File: src/rtl/lbm_pkg.sv
package lbm_pkg;
   // control register bit positions
   localparam int CTRL_EN   = 0;
   localparam int CTRL_SW   = 1;
   localparam int CTRL_HINV = 2;
   localparam int CTRL_VINV = 3;
   localparam int CTRL_DINV = 4;
   localparam int CTRL_W    = 5;

   // control sources, offset above the colour bits
   typedef enum int {
      SRC_HS = 0,
      SRC_VS = 1,
      SRC_DE = 2,
      SRC_CE = 3,
      SRC_SW = 4
   } ctl_src_e;
   localparam int N_CTL_SRC = 5;
   // constant and toggle codes sit at the top of the code space
   localparam int N_TOP_SRC = 3;
endpackage

File: src/rtl/lbm_cfg_regs.sv
module lbm_cfg_regs
   import lbm_pkg::*;
#(
   parameter int N_LANES = 5,
   parameter int SLOTS   = 7,
   parameter int SEL_W   = 5,
   parameter int DATA_W  = 32,
   parameter int ADDR_W  = 4
) (
   input  logic                           clk,
   input  logic                           rst_n,
   input  logic                           we,
   input  logic [ADDR_W-1:0]              addr,
   input  logic [DATA_W-1:0]              wdata,
   output logic [CTRL_W-1:0]              ctrl,
   output logic [N_LANES*SLOTS*SEL_W-1:0] sels
);
   localparam int LO_N  = (SLOTS + 1) / 2;
   localparam int SELS_W = N_LANES * SLOTS * SEL_W;

   always_ff @(posedge clk or negedge rst_n) begin
      if (!rst_n) begin
         ctrl <= '0;
         sels <= {SELS_W{1'b1}};
      end else if (we) begin
         if (addr == ADDR_W'(0))
            ctrl <= wdata[CTRL_W-1:0];
         for (int l = 0; l < N_LANES; l++) begin
            for (int s = 0; s < SLOTS; s++) begin
               if (s < LO_N) begin
                  if (addr == ADDR_W'(2 * l + 2))
                     sels[(l*SLOTS+s)*SEL_W +: SEL_W] <= wdata[s*SEL_W +: SEL_W];
               end else begin
                  if (addr == ADDR_W'(2 * l + 3))
                     sels[(l*SLOTS+s)*SEL_W +: SEL_W] <= wdata[(s-LO_N)*SEL_W +: SEL_W];
               end
            end
         end
      end
   end
endmodule

File: src/rtl/lbm_src_cap.sv
module lbm_src_cap
   import lbm_pkg::*;
#(
   parameter int COLOR_W = 8,
   parameter int SLOTS   = 7,
   parameter int SEL_W   = 5,
   localparam int SRC_N  = 1 << SEL_W,
   localparam int PH_W   = $clog2(SLOTS)
) (
   input  logic               clk,
   input  logic               rst_n,
   input  logic [CTRL_W-1:0]  ctrl,
   input  logic [COLOR_W-1:0] red,
   input  logic [COLOR_W-1:0] grn,
   input  logic [COLOR_W-1:0] blu,
   input  logic               hsync,
   input  logic               vsync,
   input  logic               de,
   input  logic               ce,
   output logic [PH_W-1:0]    ph,
   output logic               take,
   output logic [SRC_N-1:0]   src_q
);
   localparam int CTL_BASE = 3 * COLOR_W;
   localparam logic [PH_W-1:0] PH_TOP = PH_W'(SLOTS - 1);

   logic             en;
   logic             tog_r;
   logic [SRC_N-1:0] src_n;

   assign en   = ctrl[CTRL_EN];
   assign take = !en || (ph == '0);

   always_comb begin
      src_n = '0;
      src_n[COLOR_W-1:0]           = red;
      src_n[2*COLOR_W-1:COLOR_W]   = grn;
      src_n[3*COLOR_W-1:2*COLOR_W] = blu;
      src_n[CTL_BASE + SRC_HS]     = hsync ^ ctrl[CTRL_HINV];
      src_n[CTL_BASE + SRC_VS]     = vsync ^ ctrl[CTRL_VINV];
      src_n[CTL_BASE + SRC_DE]     = de ^ ctrl[CTRL_DINV];
      src_n[CTL_BASE + SRC_CE]     = ce;
      src_n[CTL_BASE + SRC_SW]     = ctrl[CTRL_SW];
      src_n[SRC_N-3]               = en & tog_r;
      src_n[SRC_N-2]               = 1'b1;
      src_n[SRC_N-1]               = 1'b0;
   end

   always_ff @(posedge clk or negedge rst_n) begin
      if (!rst_n) begin
         ph    <= PH_TOP;
         tog_r <= 1'b0;
         src_q <= '0;
      end else begin
         if (!en || ph == '0)
            ph <= PH_TOP;
         else
            ph <= ph - PH_W'(1);
         if (take) begin
            src_q <= src_n;
            // first enabled word carries 0: the last disabled capture primes 1
            tog_r <= en ? ~tog_r : 1'b1;
         end
      end
   end
endmodule

File: src/rtl/lbm_lane.sv
module lbm_lane #(
   parameter int SLOTS  = 7,
   parameter int SEL_W  = 5,
   localparam int SRC_N = 1 << SEL_W,
   localparam int PH_W  = $clog2(SLOTS),
   localparam int LW    = SLOTS * SEL_W
) (
   input  logic             clk,
   input  logic             rst_n,
   input  logic             take,
   input  logic             en,
   input  logic [PH_W-1:0]  ph,
   input  logic [LW-1:0]    sel_live,
   input  logic [SRC_N-1:0] src_q,
   output logic [LW-1:0]    shadow,
   output logic             sd
);
   logic [SEL_W-1:0] cur_sel;

   always_ff @(posedge clk or negedge rst_n) begin
      if (!rst_n)
         shadow <= {LW{1'b1}};
      else if (take)
         shadow <= sel_live;
   end

   assign cur_sel = shadow[ph*SEL_W +: SEL_W];
   assign sd      = en & src_q[cur_sel];
endmodule

File: src/rtl/lvds_lane_mapper.sv
module lvds_lane_mapper
   import lbm_pkg::*;
#(
   parameter int COLOR_W = 8,
   parameter int N_LANES = 5,
   parameter int SLOTS   = 7,
   parameter int SEL_W   = 5,
   parameter int DATA_W  = 32,
   parameter int ADDR_W  = 4
) (
   input  logic               clk,
   input  logic               rst_n,
   input  logic               cfg_we,
   input  logic [ADDR_W-1:0]  cfg_addr,
   input  logic [DATA_W-1:0]  cfg_wdata,
   input  logic [COLOR_W-1:0] red,
   input  logic [COLOR_W-1:0] grn,
   input  logic [COLOR_W-1:0] blu,
   input  logic               hsync,
   input  logic               vsync,
   input  logic               de,
   input  logic               ce,
   output logic               pix_take,
   output logic [N_LANES-1:0] lane_sd
);
   localparam int SRC_N  = 1 << SEL_W;
   localparam int PH_W   = $clog2(SLOTS);
   localparam int LW     = SLOTS * SEL_W;
   localparam int SELS_W = N_LANES * LW;
   localparam int LO_N   = (SLOTS + 1) / 2;

   // elaboration-time parameter checks
   if (3 * COLOR_W + N_CTL_SRC + N_TOP_SRC > SRC_N) begin : g_bad_sel
      $error("SEL_W too narrow for the source set");
   end
   if (LO_N * SEL_W > DATA_W) begin : g_bad_data
      $error("DATA_W cannot hold half a lane of selectors");
   end
   if (2 * N_LANES + 2 > (1 << ADDR_W)) begin : g_bad_addr
      $error("ADDR_W too small for the register map");
   end
   if (SLOTS < 2) begin : g_bad_slots
      $error("SLOTS must be at least 2");
   end

   logic [CTRL_W-1:0] ctrl;
   logic [SELS_W-1:0] sels;
   logic [SELS_W-1:0] shadow_all;
   logic [PH_W-1:0]   ph;
   logic [SRC_N-1:0]  src_q;
   logic              en;

   assign en = ctrl[CTRL_EN];

   lbm_cfg_regs #(
      .N_LANES(N_LANES), .SLOTS(SLOTS), .SEL_W(SEL_W),
      .DATA_W(DATA_W), .ADDR_W(ADDR_W)
   ) u_regs (
      .clk(clk), .rst_n(rst_n), .we(cfg_we), .addr(cfg_addr),
      .wdata(cfg_wdata), .ctrl(ctrl), .sels(sels)
   );

   lbm_src_cap #(
      .COLOR_W(COLOR_W), .SLOTS(SLOTS), .SEL_W(SEL_W)
   ) u_cap (
      .clk(clk), .rst_n(rst_n), .ctrl(ctrl),
      .red(red), .grn(grn), .blu(blu),
      .hsync(hsync), .vsync(vsync), .de(de), .ce(ce),
      .ph(ph), .take(pix_take), .src_q(src_q)
   );

   for (genvar l = 0; l < N_LANES; l++) begin : g_lane
      lbm_lane #(
         .SLOTS(SLOTS), .SEL_W(SEL_W)
      ) u_lane (
         .clk(clk), .rst_n(rst_n), .take(pix_take), .en(en), .ph(ph),
         .sel_live(sels[l*LW +: LW]), .src_q(src_q),
         .shadow(shadow_all[l*LW +: LW]), .sd(lane_sd[l])
      );
   end
endmodule

File: config.mk
export PLATFORM = sky130hd
export DESIGN_NAME = lvds_lane_mapper
export DESIGN_NICKNAME = d
export VERILOG_FILES = /design/src/rtl/lbm_pkg.sv /design/src/rtl/lbm_cfg_regs.sv /design/src/rtl/lbm_src_cap.sv /design/src/rtl/lbm_lane.sv /design/src/rtl/lvds_lane_mapper.sv
export SDC_FILE = /design/constraint.sdc
export NUM_CORES = 1
export LEC_CHECK = 0
export CAP_MARGIN = 30
export CORE_MARGIN = 2
export CORE_UTILIZATION = 30
export CTS_CLUSTER_SIZE = 20
export DETAILED_ROUTE_END_ITERATION = 7
export SYNTH_ARGS = -nofsm -noshare
export SYNTH_HDL_FRONTEND = slang
export SYNTH_SLANG_ARGS = --single-unit
File: constraint.sdc
create_clock -name clk -period 3.84 [get_ports clk]
set_clock_uncertainty 0.1 [all_clocks]
set_input_delay 0.768 -clock clk [delete_from_list [all_inputs] [get_ports clk]]
set_output_delay 0.768 -clock clk [all_outputs]
set_load 0.05 [all_outputs]
==> metrics.md <==
| Metric | Value |
|---|---|
| Setup TNS | `-2.21 ns` |
| Yosys reg bits | `390` |
| CP arrival | `3.46 ns` |
| Final Instance Area | `22100 µm²` |
| Post-Route WL | `47800 µm` |
| Slew headroom | `35.1%` |
| Synth cell types | `46` |
| Iteration-0 DRC Markers | `817` |
| Commonest non-fill, non-tap cell in the layout | `nand2_1` |
| Area post-placement | `20100 µm²` |
| Worst Max-Slew Pin Slew | `0.974 ns` |
| Adder-cell share of the synthesized area | `0.136%` |
| First drt pass iteration count | `5` |
| Placer Congestion | `0.806` |
| Largest family of logic cells by synthesized area | `multiplexers` |
| Final period utilization | `113%` |
| Comb power frac | `40.3%` |
| Clk root buf | `clkbuf_16` |
| Largest net degree at the start of global routing | `207` |
| Die width | `251 µm` |
| Worst reg2reg endpoint | `g_lane[0].u_lane.shadow[4]` |
| CTS clk-pin slew, worst paths | `0.06 ns` |
| Status | `finished, violations left` |
| Core area | `60500 µm²` |
| Pwr Density | `841 nW/µm²` |
| DR DRC count | `0` |
| CP startpoint | `u_cap.ph[1]` |
| Number of vias per cell | `4.85` |
| Row cnt | `90` |
| Worst hold path type | `input port to async pin` |
| Mapped Area | `18400 µm²` |
| DIE AREA | `63200 µm²` |
| Mapped Cells | `1695` |
| Maximum VDD drop | `0.363 mV` |
| Sequential element share of the synthesized area | `55.6%` |
| Final #Nets | `1843` |
| Mux cell area share after synthesis | `18.4%` |
| Fin crit period | `4.33 ns` |
| Layout cells sized above 1 | `43.3%` |
| Port Buffers | `60` |
| Number of global-route vias before repair | `12500` |
| Final count of pins violating max slew | `0` |
| Initial antenna violation count | `2` |
| Static Leak | `9.53 nW` |
| CTS tree | `done` |
| Fin. Hold Viols | `0` |
| Via count | `12500` |
| Setup CP Type | `flip-flop to output pin` |
| Initial Util | `30.4%` |
| Clock share of power | `21.8%` |
| Setup ws final | `-0.491 ns` |
| Post-synth ARST share | `100%` |
| Sw Ratio | `34.8%` |
| # clock sinks | `390` |
| Hold-fix buffers at CTS | `0` |
| Worst reg2reg setup slack | `0.92 ns` |
| Net Switching | `6.47 mW` |
| Violated checks | `setup timing` |
| # setup viols final | `5` |
| ANT nets after route | `0` |
| Critical Path Source Type | `flip-flop` |
| Total CTS buffers | `41` |
| I/O pin total | `73` |
| CP endpoint kind | `output pin` |
| DP HPWL | `30800 µm` |
| Dominant synthesized flop cell | `dfstp_2` |
| FF-to-FF path depth | `9` |
| GRT Overall Usage | `15.1%` |
| Max-Cap Viols | `0` |
| YS warnings | `0` |
| Total power | `18.6 mW` |
| Number of flops mapped to enable cells by yosys | `0` |
| RSZ-0062 raised after global routing | `true` |
| First-pass GRT wire length | `74100 µm` |
| H-tree lvl count | `2` |
| Sequential group share of total power | `37.9%` |
| Place WS | `-0.151 ns` |
| FF-to-FF Start | `u_cap.ph[0]` |
| Die H | `251 µm` |
| Peak fanout along the critical path | `15` |
| Synth-to-Final Area Change | `20.3%` |
| Worst hold margin | `0.104 ns` |
| Worst skew pair latency | `0.57 ns` |
| XOR/XNOR Fraction of Synth Area | `0.239%` |
| DR WL/cell | `18.5 µm` |
| Syn Nets | `1764` |
| GR Overflow Total | `0` |
| Complex-gate fraction of the synthesized area | `5.72%` |
| CP Data Required Time | `2.97 ns` |
| Synth Area in Simple Gates | `16.1%` |
| Synth Area per Inst | `10.8 µm²` |
| Maximum clock rate | `231 MHz` |
| Internal power | `12.1 mW` |
| Maximum clock path buffer count | `3` |
| Most frequent cells in the layout | `nand2_1, dfstp_2, mux2_2` |
[flip-flops by register name, indices dropped and copies added (netlist names)]
name	flops
u_cap.src_q	31
u_cap.tog_r	1
g_lane.u_lane.shadow	175
u_regs.sels	175
u_regs.ctrl	5
u_cap.ph	3
[cell usage after synthesis (11+ instances only)]
cell type  number  share of area, %
a211o_1        20              0.95
a211oi_1       25               1.0
a21oi_1        18              0.49
buf_1          14              0.29
buf_2          14              0.38
buf_4          13              0.53
buf_6          11              0.67
clkbuf_1       66               1.3
dfrtp_1        38               5.2
dfstp_2       352                50
mux2_2        188                12
mux2i_1       101               5.5
nand2_1       627                13
nand3_1        14              0.38
nor2_1         34              0.70
nor3_1         21              0.57
o21ai_0        14              0.38
[through the flow]
stage | cells | util, %
5_1_grt | 2588 | 36.5
2_1_floorplan | 1695 | -
4_1_cts | 2583 | 36.3
3_5_place_dp | 2491 | 33.3
6_report | 2588 | 36.5
3_3_place_gp | 2491 | 33.3
[power groups by stage]
stage          clock (mW)  sequential [mW]  combinational (mW)
3_5_place_dp            0             7.09                6.61
2_1_floorplan           0             6.76                4.68
5_1_grt              4.32             7.21                8.08
4_1_cts              4.16             7.03                7.29
3_3_place_gp            0             7.02                6.46
6_report             4.06             7.04                7.49
[final cells by class]
type,instances,area [µm²]
multi-input cells,1173,7750
diodes,1,2.50
clock buffers,63,1250
inverters,9,42.5
fillers,5813,38400
flip-flops and latches,390,10200
clock inverters,11,140
repair buffers,159,1720
well taps,782,978
[layer usage]
metal  up-vias  GRT usage [%]  share of wire, %
li1       5848              -                 -
met1      6368           21.2                47
met2       261           23.1                45
met3        61           3.22               5.6
met4         2           4.76               2.2
met5         -              0             0.023
[timing repair]
| action | CTS | global route |
|---|---|---|
| setup endpoints to repair | 5 | 5 |
| gates resized for setup | 49 | 12 |
| cloned | 1 | 2 |
| pin swaps | 21 | 11 |
| hold endpoints to repair | 0 | 0 |
| setup buffers | 18 | 2 |
[cells by family (layout without fill, tap and decap cells)]
logic type                 count (synthesis)  count (layout)
and+or+nand+nor                          732             732
DFF                                      390             390
muxes                                    301             301
AOI/OAI and AO/OA                        133             133
buffers and inverters                    132             242
xor gates and xnor gates                   5               5
adders and majority gates                  2               2
other                                      0               1
[worst max path at each step]
stage	endpoint	slack, ns	depth (start not counted)
6_report	lane_sd[3]	-0.49	11
5_1_grt	lane_sd[0]	-0.60	12
4_1_cts	lane_sd[1]	-0.52	11
3_5_place_dp	lane_sd[1]	-0.15	11
3_3_place_gp	lane_sd[1]	-0.14	11
2_1_floorplan	lane_sd[2]	0.42	12
[critical path: stages, from the launching register on]
cell and delay, ns:
dfstp_2 0.61, buf_4 0.15, buf_4 0.25, o2bb2ai_1 0.13, o21ai_4 0.35, buf_4 0.26, a211oi_2 0.05, a211o_1 0.24
and4b_1 0.24, nor4b_4 0.28, buf_4 0.20, buf_12 0.13
No activity file was read; power rests on OpenSTA's default activity.
